==> config.mk <==
export PLATFORM = sky130hd
export DESIGN_NAME = dlist_walker
export DESIGN_NICKNAME = d
export VERILOG_FILES = /design/src/rtl/dlw_pkg.sv /design/src/rtl/dlw_ptr_check.sv /design/src/rtl/dlw_stat_pack.sv /design/src/rtl/dlw_addr_gen.sv /design/src/rtl/dlist_walker.sv
export SDC_FILE = /design/constraint.sdc
export NUM_CORES = 1
export LEC_CHECK = 0
export BUFFER_PORTS_ARGS = -buffer_cell sky130_fd_sc_hd__buf_2
export CAP_MARGIN = 5
export CELL_PAD_IN_SITES_DETAIL_PLACEMENT = 0
export CELL_PAD_IN_SITES_GLOBAL_PLACEMENT = 2
export CORE_UTILIZATION = 34
export CTS_BUF_LIST = sky130_fd_sc_hd__clkbuf_8
export CTS_CLUSTER_DIAMETER = 40
export DETAILED_ROUTE_END_ITERATION = 10
export PLACE_DENSITY = 0.88
export SYNTH_ARGS = -nofsm -noshare
export SYNTH_HDL_FRONTEND = slang
export SYNTH_SLANG_ARGS = --single-unit
==> constraint.sdc <==
create_clock -name clk -period 3.5 [get_ports clk]
set_input_delay 0.35 -clock clk [delete_from_list [all_inputs] [get_ports clk]]
set_output_delay 0.35 -clock clk [all_outputs]
set_load 0.05 [all_outputs]
==> src/rtl/dlw_pkg.sv <==
package dlw_pkg;

    localparam int unsigned WORD_W   = 32;
    localparam int unsigned TAG_W    = 16;
    localparam int unsigned SZ_W     = 6;
    localparam int unsigned RES_W    = 3;
    localparam int unsigned RSV_W    = WORD_W - 2 - TAG_W - 1 - SZ_W - RES_W;
    localparam int unsigned BYTES_PW = WORD_W / 8;

    localparam int unsigned BIT_VALID = WORD_W - 1;
    localparam int unsigned BIT_OVR   = WORD_W - 2;

    localparam logic [WORD_W-1:0] LIST_END = 32'h0000_0003;

    typedef enum logic [2:0] {
        ST_IDLE    = 3'd0,
        ST_RD_CTRL = 3'd1,
        ST_RD_BUF  = 3'd2,
        ST_RD_NEXT = 3'd3,
        ST_CHECK   = 3'd4,
        ST_LAUNCH  = 3'd5,
        ST_WAIT    = 3'd6,
        ST_WRITE   = 3'd7
    } walk_state_e;

    typedef struct packed {
        walk_state_e       state;
        logic [WORD_W-1:0] cur;
        logic              ctrl_valid;
        logic              ctrl_ovr;
        logic [WORD_W-1:0] bufp;
        logic [WORD_W-1:0] nxt;
        logic [WORD_W-1:0] stat;
        logic              irq;
        logic              err_mem;
        logic              err_table;
        logic              done;
    } walk_regs_t;

endpackage

==> src/rtl/dlw_ptr_check.sv <==
module dlw_ptr_check
    import dlw_pkg::*;
#(
    parameter int unsigned NXT_ALIGN_LOG2 = 4,
    parameter int unsigned BUF_ALIGN_LOG2 = 1
) (
    input  logic              valid_bit,
    input  logic [WORD_W-1:0] bufp,
    input  logic [WORD_W-1:0] nxt,
    input  logic              is_rx,
    input  logic              ign_valid,
    output logic              is_end,
    output logic              fault
);
    localparam logic [WORD_W-1:0] NXT_MASK = WORD_W'((64'd1 << NXT_ALIGN_LOG2) - 64'd1);
    localparam logic [WORD_W-1:0] BUF_MASK = WORD_W'((64'd1 << BUF_ALIGN_LOG2) - 64'd1);

    logic nxt_bad;
    logic buf_bad;
    logic stale;

    always_comb begin
        is_end  = (nxt == LIST_END);
        nxt_bad = !is_end && ((nxt & NXT_MASK) != '0);
        buf_bad = ((bufp & BUF_MASK) != '0);
        stale   = is_rx && valid_bit && !ign_valid;
        fault   = nxt_bad || buf_bad || stale;
    end

endmodule

==> src/rtl/dlw_stat_pack.sv <==
module dlw_stat_pack
    import dlw_pkg::*;
#(
    parameter int unsigned MAX_WORDS = 32
) (
    input  logic              ovr,
    input  logic [TAG_W-1:0]  tag,
    input  logic              bcast,
    input  logic [SZ_W-1:0]   words,
    input  logic [RES_W-1:0]  res,
    output logic [WORD_W-1:0] word
);
    localparam int unsigned    SZ_TOP   = (1 << SZ_W) - 1;
    localparam logic [SZ_W-1:0] MAX_CODE = SZ_W'(MAX_WORDS);

    logic [SZ_W-1:0] sz;

    generate
        if (MAX_WORDS >= SZ_TOP) begin : g_noclamp
            assign sz = words;
        end else begin : g_clamp
            assign sz = (words > MAX_CODE) ? MAX_CODE : words;
        end
    endgenerate

    assign word = {1'b1, ovr, {RSV_W{1'b0}}, tag, bcast, sz, res};

endmodule

==> src/rtl/dlw_addr_gen.sv <==
module dlw_addr_gen
    import dlw_pkg::*;
(
    input  walk_state_e       state,
    input  logic [WORD_W-1:0] cur,
    input  logic [WORD_W-1:0] stat,
    output logic              mem_req,
    output logic              mem_we,
    output logic [WORD_W-1:0] mem_addr,
    output logic [WORD_W-1:0] mem_wdata
);
    localparam logic [WORD_W-1:0] OFS_BUF = WORD_W'(BYTES_PW);
    localparam logic [WORD_W-1:0] OFS_NXT = WORD_W'(2 * BYTES_PW);

    logic [WORD_W-1:0] ofs;

    always_comb begin
        mem_req = 1'b0;
        mem_we  = 1'b0;
        ofs     = '0;
        case (state)
            ST_RD_CTRL: mem_req = 1'b1;
            ST_RD_BUF: begin
                mem_req = 1'b1;
                ofs     = OFS_BUF;
            end
            ST_RD_NEXT: begin
                mem_req = 1'b1;
                ofs     = OFS_NXT;
            end
            ST_WRITE: begin
                mem_req = 1'b1;
                mem_we  = 1'b1;
            end
            default: ;
        endcase
        mem_addr  = cur + ofs;
        mem_wdata = stat;
    end

endmodule

==> src/rtl/dlist_walker.sv <==
module dlist_walker
    import dlw_pkg::*;
#(
    parameter int unsigned NXT_ALIGN_LOG2 = 4,
    parameter int unsigned BUF_ALIGN_LOG2 = 1,
    parameter int unsigned MAX_WORDS      = 32
) (
    input  logic              clk,
    input  logic              rst_n,
    input  logic              start,
    input  logic [WORD_W-1:0] head_ptr,
    input  logic              is_rx,
    input  logic              ign_valid,
    input  logic              sa_log_en,
    input  logic [TAG_W-1:0]  timer,
    output logic              mem_req,
    output logic              mem_we,
    output logic [WORD_W-1:0] mem_addr,
    output logic [WORD_W-1:0] mem_wdata,
    input  logic              mem_rsp_valid,
    input  logic              mem_rsp_err,
    input  logic [WORD_W-1:0] mem_rdata,
    output logic              xfer_start,
    output logic [WORD_W-1:0] xfer_buf_ptr,
    input  logic              xfer_done,
    input  logic [RES_W-1:0]  xfer_result,
    input  logic [SZ_W-1:0]   xfer_words,
    input  logic              xfer_bcast,
    output logic              irq_log,
    output logic              busy,
    output logic              list_done,
    output logic              err_mem,
    output logic              err_table
);
    walk_regs_t        q;
    walk_regs_t        d;
    logic              nxt_is_end;
    logic              desc_fault;
    logic [WORD_W-1:0] packed_word;

    dlw_ptr_check #(
        .NXT_ALIGN_LOG2(NXT_ALIGN_LOG2),
        .BUF_ALIGN_LOG2(BUF_ALIGN_LOG2)
    ) i_ptr_check (
        .valid_bit (q.ctrl_valid),
        .bufp      (q.bufp),
        .nxt       (q.nxt),
        .is_rx     (is_rx),
        .ign_valid (ign_valid),
        .is_end    (nxt_is_end),
        .fault     (desc_fault)
    );

    dlw_stat_pack #(
        .MAX_WORDS(MAX_WORDS)
    ) i_stat_pack (
        .ovr   (q.ctrl_ovr),
        .tag   (timer),
        .bcast (xfer_bcast),
        .words (xfer_words),
        .res   (xfer_result),
        .word  (packed_word)
    );

    dlw_addr_gen i_addr_gen (
        .state     (q.state),
        .cur       (q.cur),
        .stat      (q.stat),
        .mem_req   (mem_req),
        .mem_we    (mem_we),
        .mem_addr  (mem_addr),
        .mem_wdata (mem_wdata)
    );

    // Next-state logic: all register updates are computed here.
    always_comb begin
        d     = q;
        d.irq = 1'b0;
        case (q.state)
            ST_IDLE: begin
                if (start) begin
                    d.cur       = head_ptr;
                    d.err_mem   = 1'b0;
                    d.err_table = 1'b0;
                    d.done      = 1'b0;
                    d.state     = ST_RD_CTRL;
                end
            end
            ST_RD_CTRL: begin
                if (mem_rsp_valid) begin
                    if (mem_rsp_err) begin
                        d.err_mem = 1'b1;
                        d.state   = ST_IDLE;
                    end else begin
                        d.ctrl_valid = mem_rdata[BIT_VALID];
                        d.ctrl_ovr   = mem_rdata[BIT_OVR];
                        d.state      = ST_RD_BUF;
                    end
                end
            end
            ST_RD_BUF: begin
                if (mem_rsp_valid) begin
                    if (mem_rsp_err) begin
                        d.err_mem = 1'b1;
                        d.state   = ST_IDLE;
                    end else begin
                        d.bufp  = mem_rdata;
                        d.state = ST_RD_NEXT;
                    end
                end
            end
            ST_RD_NEXT: begin
                if (mem_rsp_valid) begin
                    if (mem_rsp_err) begin
                        d.err_mem = 1'b1;
                        d.state   = ST_IDLE;
                    end else begin
                        d.nxt   = mem_rdata;
                        d.state = ST_CHECK;
                    end
                end
            end
            ST_CHECK: begin
                if (desc_fault) begin
                    d.err_table = 1'b1;
                    d.state     = ST_IDLE;
                end else begin
                    d.state = ST_LAUNCH;
                end
            end
            ST_LAUNCH: d.state = ST_WAIT;
            ST_WAIT: begin
                if (xfer_done) begin
                    d.stat  = packed_word;
                    d.state = ST_WRITE;
                end
            end
            ST_WRITE: begin
                if (mem_rsp_valid) begin
                    if (mem_rsp_err) begin
                        d.err_mem = 1'b1;
                        d.state   = ST_IDLE;
                    end else begin
                        d.irq = q.ctrl_ovr || sa_log_en;
                        if (nxt_is_end) begin
                            d.done  = 1'b1;
                            d.state = ST_IDLE;
                        end else begin
                            d.cur   = q.nxt;
                            d.state = ST_RD_CTRL;
                        end
                    end
                end
            end
            default: d.state = ST_IDLE;
        endcase
    end

    always_ff @(posedge clk or negedge rst_n) begin
        if (!rst_n) begin
            q <= '0;
        end else begin
            q <= d;
        end
    end

    assign xfer_start   = (q.state == ST_LAUNCH);
    assign xfer_buf_ptr = q.bufp;
    assign irq_log      = q.irq;
    assign busy         = (q.state != ST_IDLE);
    assign list_done    = q.done;
    assign err_mem      = q.err_mem;
    assign err_table    = q.err_table;

endmodule

==> reports/summary.json, run 1 <==
{
  "outcome": {"value": "finished, final reports clean"},
  "min_period_over_period": {"value": 93.7, "unit": "%"},
  "die_width": {"value": 139, "unit": "µm"},
  "floorplan.initialDensity": {"value": 35.3, "unit": "%"},
  "area_share_of_fa_ha_maj_cells_after_synthesis": {"value": 0.702, "unit": "%"},
  "number_of_port_buffers": {"value": 198},
  "cts-buffers-inserted": {"value": 17},
  "utilization": {"value": 44.4, "unit": "%"},
  "avgViaCountPerCell": {"value": 4.82},
  "routed_length_per_instance": {"value": 17.4, "unit": "µm"},
  "synth_compound_area_share": {"value": 2.51, "unit": "%"},
  "placeableCoreArea": {"value": 18200, "unit": "µm²"},
  "globalplace.congestion": {"value": 0.834},
  "timing.reg2reg.setup_slack": {"value": 0.96, "unit": "ns"},
  "most_common_library_cell_in_the_layout_ignoring_fill_and_taps": {"value": "sky130_fd_sc_hd__buf_2"},
  "post_synth.cell_area_avg": {"value": 13.3, "unit": "µm²"},
  "critical_path.max_stage_delay": {"value": 0.41, "unit": "ns"},
  "ys_types": {"value": 49},
  "setup_viol_count_final": {"value": 0},
  "synthesis.area": {"value": 6420, "unit": "µm²"},
  "route.final.wire_length": {"value": 16100, "unit": "µm"},
  "clock_insertion_delay_worst_skew": {"value": 0.45, "unit": "ns"},
  "p_per_area": {"value": 1090, "unit": "nW/µm²"},
  "synthSimpleGateAreaFrac": {"value": 9.35, "unit": "%"},
  "total_i_o_pin_count": {"value": 203},
  "grt_antenna_before_repair": {"value": 0},
  "path_max_fanout": {"value": 7},
  "internal-power": {"value": 4.59, "unit": "mW"},
  "clk_path_buf_depth": {"value": 2},
  "p_leak": {"value": 3.92, "unit": "nW"},
  "layoutNonFillerInstCount": {"value": 927},
  "power.net_switching": {"value": 4.25, "unit": "mW"},
  "synth_xor_area_share": {"value": 3.82, "unit": "%"},
  "path_delay_family": {"value": "simple AND/OR/NAND/NOR gates"},
  "detail_route.iter0.violations": {"value": 169},
  "finalSetupTns": {"value": 0, "unit": "ns"},
  "grt.total_usage": {"value": 17.6, "unit": "%"},
  "hold_bufs_inserted_after_cts": {"value": 0},
  "timing.fmax": {"value": 305, "unit": "MHz"},
  "final_net_count": {"value": 789},
  "synth.yosys.seq_area_share": {"value": 51.8, "unit": "%"},
  "critical_path_class": {"value": "flip-flop to output port"},
  "pin_count_of_the_biggest_net_entering_global_routing": {"value": 117},
  "worst_slew_pin_slew": {"value": 1.06, "unit": "ns"},
  "final.min_clock_period": {"value": 3.28, "unit": "ns"},
  "globalRoute.totalOverflow": {"value": 0},
  "tritoncts_num_sinks": {"value": 133},
  "final_design_area_excluding_fillers": {"value": 8090, "unit": "µm²"},
  "post_route_cells_drive_above_1_share": {"value": 58.5, "unit": "%"},
  "max-cap-violations": {"value": 0},
  "number_of_global_route_vias_before_repair": {"value": 4745},
  "worst-endpoint-arrival": {"value": 2.93, "unit": "ns"},
  "tritoncts": {"value": "yes"},
  "switching_share": {"value": 48.1, "unit": "%"},
  "max_slew_margin": {"value": 29.5, "unit": "%"},
  "power_frac_seq": {"value": 32.5, "unit": "%"},
  "antennaDiodeCount": {"value": 0},
  "htree_num_levels": {"value": 4},
  "max-vdd-ir-drop": {"value": 0.638, "unit": "mV"},
  "top_cells_by_area_synth": {"value": "sky130_fd_sc_hd__dfrtp_1 52%, sky130_fd_sc_hd__mux2_2 21%, sky130_fd_sc_hd__mux2_4 6.8%"},
  "cpMaxStageDelayCell": {"value": "sky130_fd_sc_hd__dfrtp_1"},
  "dr.pass1.iters": {"value": 4},
  "synthDominantCellAreaShare": {"value": 51.8, "unit": "%"},
  "placedCellCount": {"value": 897},
  "synth-warning-count": {"value": 0},
  "pwr-share-comb": {"value": 52.3, "unit": "%"},
  "post_synth_mux_area_share": {"value": 28.3, "unit": "%"},
  "critical_path.startpoint_type": {"value": "flip-flop"},
  "die_area": {"value": 19400, "unit": "µm²"},
  "floorplan.rows": {"value": 49},
  "final-max-slew-violation-count": {"value": 0},
  "hold_violations": {"value": 0},
  "timing.critical_path.required": {"value": 3.15, "unit": "ns"},
  "remaining_drc_errors": {"value": 0},
  "areaGrowthSynthToFinish": {"value": 26.0, "unit": "%"},
  "final_antenna_net_count": {"value": 0},
  "hold_class": {"value": "input port to asynchronous set/reset pin"},
  "synth_top_family_by_area": {"value": "multiplexers"},
  "dp_hpwl": {"value": 12200, "unit": "µm"},
  "timing.critical_path.to_type": {"value": "output port"},
  "clock_network_fraction_of_total_power": {"value": 15.2, "unit": "%"},
  "cts_root_buffer": {"value": "sky130_fd_sc_hd__clkbuf_8"},
  "worst_clock_skew_on_the_final_layout": {"value": 0.0142, "unit": "ns"},
  "cp.buffers_inverters": {"value": 2},
  "placed_area": {"value": 7660, "unit": "µm²"},
  "rsz0062_at_grt": {"value": "false"},
  "die_h": {"value": 139, "unit": "µm"},
  "global_route_wire_length_before_repair": {"value": 26200, "unit": "µm"},
  "most-common-layout-cells": {"value": "193 x sky130_fd_sc_hd__buf_2, 133 x sky130_fd_sc_hd__dfrtp_1, 121 x sky130_fd_sc_hd__mux2_2"},
  "num-fill-cells": {"value": 1737},
  "synth_top_cell_by_area": {"value": "sky130_fd_sc_hd__dfrtp_1"},
  "detailroute.via_count": {"value": 4464},
  "synthCells": {"value": 484},
  "cp_cell_sequence": {"value": "nand2_2 -> or2_2 -> inv_1 -> ha_1 -> a21oi_1 -> nor2_1 -> and3_1 -> nor4b_2 -> xor2_1 -> buf_2"},
  "cts.reportedPaths.clkPinSlew": {"value": 0.08, "unit": "ns"},
  "ys_ff_latch": {"value": 133}
}
-- metal layers --
layer,GRT usage [%],vias to the layer above,wire length [µm]
met5,0,-,0
li1,-,2110,-
met4,6.32,0,234
met3,4.27,20,792
met2,29.8,119,8090
met1,21.8,2215,6980
-- state kept, by name, indices dropped and copies added, names as in the netlist --
| signal | flops |
|---|---|
| err_mem | 1 |
| err_table | 1 |
| irq_log | 1 |
| list_done | 1 |
| xfer_buf_ptr | 32 |
| q | 97 |
-- power groups by stage --
stage          registers (mW)  clock network (mW)  logic [mW]
2_1_floorplan            3.93                   0        2.49
3_3_place_gp             2.86                   0        4.57
3_5_place_dp             2.91                   0        4.63
4_1_cts                  2.88                1.39        4.66
5_1_grt                  2.99                1.46        4.87
6_report                 2.87                1.34        4.62
-- cells by family after synthesis --
group	Yosys count
muxes	152
xor gates and xnor gates	28
other	1
and+or+nand+nor	105
adders and majority gates	3
DFF	133
buffers and inverters	37
AOI/OAI and AO/OA	25
-- metrics by stage --
| step | worst slack (ns) | power [mW] | hold slack [ns] |
|---|---|---|---|
| floorplan | 0.0561 | 6.42 | 0.0544 |
| global placement | 0.520 | 7.43 | 0.458 |
| detailed placement | 0.446 | 7.54 | 0.457 |
| CTS | 0.0450 | 8.93 | 0.0929 |
| global route | 0.0352 | 9.32 | 0.0977 |
| finish | 0.222 | 8.84 | 0.0617 |
-- Yosys cell counts, drive strengths merged --
| master | n |
|---|---|
| xnor2 | 18 |
| dfrtp | 133 |
| and2 | 2 |
| inv | 8 |
| or4b | 1 |
| a21oi | 4 |
| a22o | 1 |
| o21a | 1 |
| o31a | 1 |
| nand2b | 9 |
| a31oi | 2 |
| mux2i | 2 |
| conb | 1 |
| o32ai | 1 |
| nand2 | 21 |
| nor4 | 9 |
| nand4 | 7 |
| nor2 | 17 |
| ha | 2 |
| and3 | 7 |
| nand3b | 2 |
| o22a | 1 |
| o21ai | 12 |
| fa | 1 |
| clkinv | 1 |
| xor2 | 10 |
| buf | 21 |
| clkbuf | 7 |
| nor3 | 2 |
| nor3b | 2 |
| and3b | 1 |
| and4 | 4 |
| nor2b | 3 |
| or3 | 1 |
| or2 | 2 |
| a21boi | 1 |
| nand3 | 13 |
| mux2 | 150 |
| a211oi | 1 |
| and4bb | 1 |
| nor4b | 1 |
-- final cells by class --
cell class	instances	area, µm²	area share (%)
inverter	9	33.8	0.418
tap	229	287	3.54
multi-input combinational	317	2940	36.4
clock inverter	10	131	1.62
timing repair buffer	209	1090	13.5
clock buffer	20	275	3.40
sequential	133	3330	41.1
-- worst reg2reg max path: cells and delay by family (launching register included) --
family                 cells  cell delay [ns]
DFF                        1             0.41
AOI/OAI and AO/OA          1             0.06
muxes                      1             0.42
and+or+nand+nor            3             1.22
buffers and inverters      1             0.31
-- path summary, 6_finish.rpt --
check / to / cells past startpoint / from
max in group asynchronous: q[103] / 2 / rst_n
worst min register to register: q[35] / 1 / q[35]
worst min-delay path: q[10] / 1 / rst_n
worst max register to register: q[127] / 6 / q[51]
worst max-delay path: mem_addr[31] / 10 / q[134]
min in group clk: q[13] / 2 / xfer_bcast
-- repair_timing --
action	4_1_cts	5_1_grt
resized for setup	5	5
setup endpoints to repair	4	4
gates cloned	0	0
buffers inserted	0	0
pin swaps	0	1
Power figures use the tool's default switching activity.
==> run 2, diff against run 1 <==
--- a/config.mk
+++ b/config.mk
@@ -13,7 +13,7 @@
 export CTS_BUF_LIST = sky130_fd_sc_hd__clkbuf_8
 export CTS_CLUSTER_DIAMETER = 40
 export DETAILED_ROUTE_END_ITERATION = 10
-export PLACE_DENSITY = 0.88
+export PLACE_DENSITY = 0.78
 export SYNTH_ARGS = -nofsm -noshare
 export SYNTH_HDL_FRONTEND = slang
 export SYNTH_SLANG_ARGS = --single-unit
==> run 2 against run 1 <==
Sequential share of layout area shrank 0.45 points. Register-to-register slack barely moved. Total power rose by 2.0%. Wire length increased by 0.59%. Combinational power hardly changed. Clock power rose by 13%. Worst setup slack worse by 0.023 ns. Critical endpoint is now mem_addr[24]. Highest routed layer unchanged.
==> reports/summary.json, run 2 (same netlist as run 1, synthesis figures left out) <==
{
  "outcome": {"value": "finished, final reports clean"},
  "finalSetupTns": {"value": 0, "unit": "ns", "change": "unchanged"},
  "timing.critical_path.to_type": {"value": "output port"},
  "path_max_fanout": {"value": 5, "change": "-2"},
  "avgViaCountPerCell": {"value": 4.82, "change": "about the same"},
  "max-cap-violations": {"value": 0, "change": "unchanged"},
  "remaining_drc_errors": {"value": 0, "change": "unchanged"},
  "die_area": {"value": 19400, "unit": "µm²", "change": "unchanged"},
  "p_per_area": {"value": 1100, "unit": "nW/µm²", "change": "+0.89%"},
  "final_net_count": {"value": 790, "change": "+0.13%"},
  "final.min_clock_period": {"value": 3.30, "unit": "ns", "change": "+0.0233 ns"},
  "max-vdd-ir-drop": {"value": 0.571, "unit": "mV", "change": "-11%"},
  "pin_count_of_the_biggest_net_entering_global_routing": {"value": 84, "change": "-28%"},
  "clk_path_buf_depth": {"value": 2, "change": "unchanged"},
  "tritoncts_num_sinks": {"value": 133, "change": "unchanged"},
  "globalRoute.totalOverflow": {"value": 0, "change": "unchanged"},
  "floorplan.initialDensity": {"value": 35.3, "unit": "%", "change": "unchanged"},
  "clock_insertion_delay_worst_skew": {"value": 0.44, "unit": "ns", "change": "about the same"},
  "floorplan.rows": {"value": 49, "change": "unchanged"},
  "number_of_global_route_vias_before_repair": {"value": 4622, "change": "-2.6%"},
  "most-common-layout-cells": {"value": "193 x sky130_fd_sc_hd__buf_2, 133 x sky130_fd_sc_hd__dfrtp_1, 121 x sky130_fd_sc_hd__mux2_2"},
  "multi_input_logic_area": {"value": 2940, "unit": "µm²", "change": "-0.17%"},
  "timing.fmax": {"value": 303, "unit": "MHz", "change": "-0.71%"},
  "cts.reportedPaths.clkPinSlew": {"value": 0.07, "unit": "ns", "change": "about the same"},
  "hold_violations": {"value": 0, "change": "unchanged"},
  "tritoncts": {"value": "yes"},
  "route.final.wire_length": {"value": 16200, "unit": "µm", "change": "+0.59%"},
  "cts_root_buffer": {"value": "sky130_fd_sc_hd__clkbuf_8"},
  "critical_path.startpoint_type": {"value": "flip-flop"},
  "hold_class": {"value": "input port to flip-flop"},
  "setup_viol_count_final": {"value": 0, "change": "unchanged"},
  "worst_clock_skew_on_the_final_layout": {"value": 0.0162, "unit": "ns", "change": "+0.00202 ns"},
  "worst_slew_pin_slew": {"value": 0.769, "unit": "ns", "change": "-0.288 ns"},
  "cts-buffers-inserted": {"value": 17, "change": "unchanged"},
  "total_i_o_pin_count": {"value": 203, "change": "unchanged"},
  "routed_length_per_instance": {"value": 17.4, "unit": "µm", "change": "+0.16%"},
  "worst-endpoint-arrival": {"value": 2.95, "unit": "ns", "change": "+0.02 ns"},
  "final-max-slew-violation-count": {"value": 0, "change": "unchanged"},
  "largest_register_ff_count": {"value": 97, "change": "unchanged"},
  "p_leak": {"value": 3.97, "unit": "nW", "change": "+1.2%"},
  "post_route_cells_drive_above_1_share": {"value": 58.1, "unit": "%", "change": "-0.39 points"},
  "min_period_over_period": {"value": 94.3, "unit": "%", "change": "+0.67 points"},
  "dp_worst_setup_slack": {"value": 0.414, "unit": "ns", "change": "-0.0317 ns"},
  "global_route_wire_length_before_repair": {"value": 25900, "unit": "µm", "change": "-1.1%"},
  "detail_route.iter0.violations": {"value": 131, "change": "-22%"},
  "final_antenna_net_count": {"value": 0, "change": "unchanged"},
  "areaGrowthSynthToFinish": {"value": 27.4, "unit": "%"},
  "setup_slack": {"value": 0.198, "unit": "ns", "change": "-0.0233 ns"},
  "grt_antenna_before_repair": {"value": 1, "change": "+1"},
  "dr.pass1.iters": {"value": 4, "change": "unchanged"},
  "most_common_library_cell_in_the_layout_ignoring_fill_and_taps": {"value": "sky130_fd_sc_hd__buf_2"},
  "area_used_by_sequential_logic_in_the_layout": {"value": 3330, "unit": "µm²", "change": "unchanged"},
  "max_slew_margin": {"value": 48.7, "unit": "%", "change": "+19 points"},
  "timing.critical_path.required": {"value": 3.15, "unit": "ns", "change": "about the same"},
  "htree_num_levels": {"value": 4, "change": "unchanged"},
  "timing.reg2reg.setup_slack": {"value": 0.95, "unit": "ns", "change": "about the same"},
  "dp_hpwl": {"value": 12100, "unit": "µm", "change": "-0.17%"},
  "die_width": {"value": 139, "unit": "µm", "change": "unchanged"},
  "grt.total_usage": {"value": 17.3, "unit": "%", "change": "-0.30 points"},
  "critical_path_class": {"value": "flip-flop to output port"},
  "die_h": {"value": 139, "unit": "µm", "change": "unchanged"},
  "placeableCoreArea": {"value": 18200, "unit": "µm²", "change": "unchanged"},
  "cts.repair_timing.setup_buffer_count": {"value": 0, "change": "unchanged"},
  "globalplace.congestion": {"value": 0.802, "change": "-3.8%"},
  "detailroute.via_count": {"value": 4485, "change": "+0.47%"},
  "largest-register": {"value": "q"},
  "number_of_port_buffers": {"value": 198, "change": "unchanged"},
  "rsz0062_at_grt": {"value": "false"},
  "num-fill-cells": {"value": 1728, "change": "-0.52%"}
}
## run 2: cell count changes in the layout (fill, tap and decap cells not counted), moves of 2 or more
cell	delta
sky130_fd_sc_hd__clkinv_2	-3
sky130_fd_sc_hd__bufinv_16	+2
sky130_fd_sc_hd__clkinv_4	+2
sky130_fd_sc_hd__clkinvlp_4	-2
sky130_fd_sc_hd__inv_6	+2
## run 2: final cells by class
cell class | instances | share of cell area [%]
Antenna cell | 1 | 0.0306
Clock buffer | 20 | 3.37
Tap cell | 229 | 3.50
Multi-Input combinational cell | 317 | 35.9
Clock inverter | 12 | 2.45
Sequential cell | 133 | 40.7
Timing Repair Buffer | 210 | 13.6
Inverter | 9 | 0.413
## run 2: where the power goes
part           total [mW]  switching, mW  leakage [nW]  internal, mW
Clock                1.52          0.609         0.243         0.908
Combinational        4.62           3.06          2.09          1.56
Sequential           2.88          0.597          1.64          2.28
## run 2: stage by stage
stage / hold slack (ns) / instance area, µm² / total power [mW] / instances / utilization [%]
finish: 0.138 / 8180 / 9.01 / 931 / 44.9
global route: 0.113 / 8180 / 9.47 / 931 / 44.9
CTS: 0.111 / 8170 / 9.10 / 930 / 44.8
detailed placement: 0.458 / 7670 / 7.53 / 897 / 42.1
global placement: 0.448 / 7670 / 7.46 / 897 / 42.1
floorplan: 0.0544 / 6460 / 6.42 / 487 / -
## run 2: final timing paths
path / startpoint / end / cells after the start
max in group asynchronous: rst_n / q[8] / 3
max reg2reg: q[51] / q[126] / 6
min in group asynchronous: rst_n / q[119] / 2
min: sa_log_en / irq_log / 3
min reg2reg: q[9] / q[9] / 2
max: q[134] / mem_addr[24] / 10
## run 2: routing by layer
metal | global-route usage [%] | up-vias | routed length, µm
met4 | 7.25 | 0 | 314
met3 | 3.82 | 18 | 700
met2 | 27.7 | 120 | 7980
met5 | 0 | - | 0
li1 | - | 2120 | -
met1 | 22.6 | 2227 | 7190
## run 2: critical path: stages (launching register included)
cell,delay (ns)
sky130_fd_sc_hd__dfrtp_1,0.38
sky130_fd_sc_hd__nand2_1,0.13
sky130_fd_sc_hd__or2_2,0.33
sky130_fd_sc_hd__fa_2,0.40
sky130_fd_sc_hd__nand2b_1,0.16
sky130_fd_sc_hd__nor4_2,0.26
sky130_fd_sc_hd__buf_4,0.19
sky130_fd_sc_hd__and2_2,0.20
sky130_fd_sc_hd__nand3_1,0.13
sky130_fd_sc_hd__xnor2_2,0.16
sky130_fd_sc_hd__buf_6,0.17
## run 2: timing repair
item | 4_1_cts | 5_1_grt
hold buffers | 1 | 0
setup endpoints to repair | 4 | 6
pin swaps | 0 | 0
gates cloned | 0 | 0
resized for setup | 5 | 3
hold endpoints to repair | 78 | 0
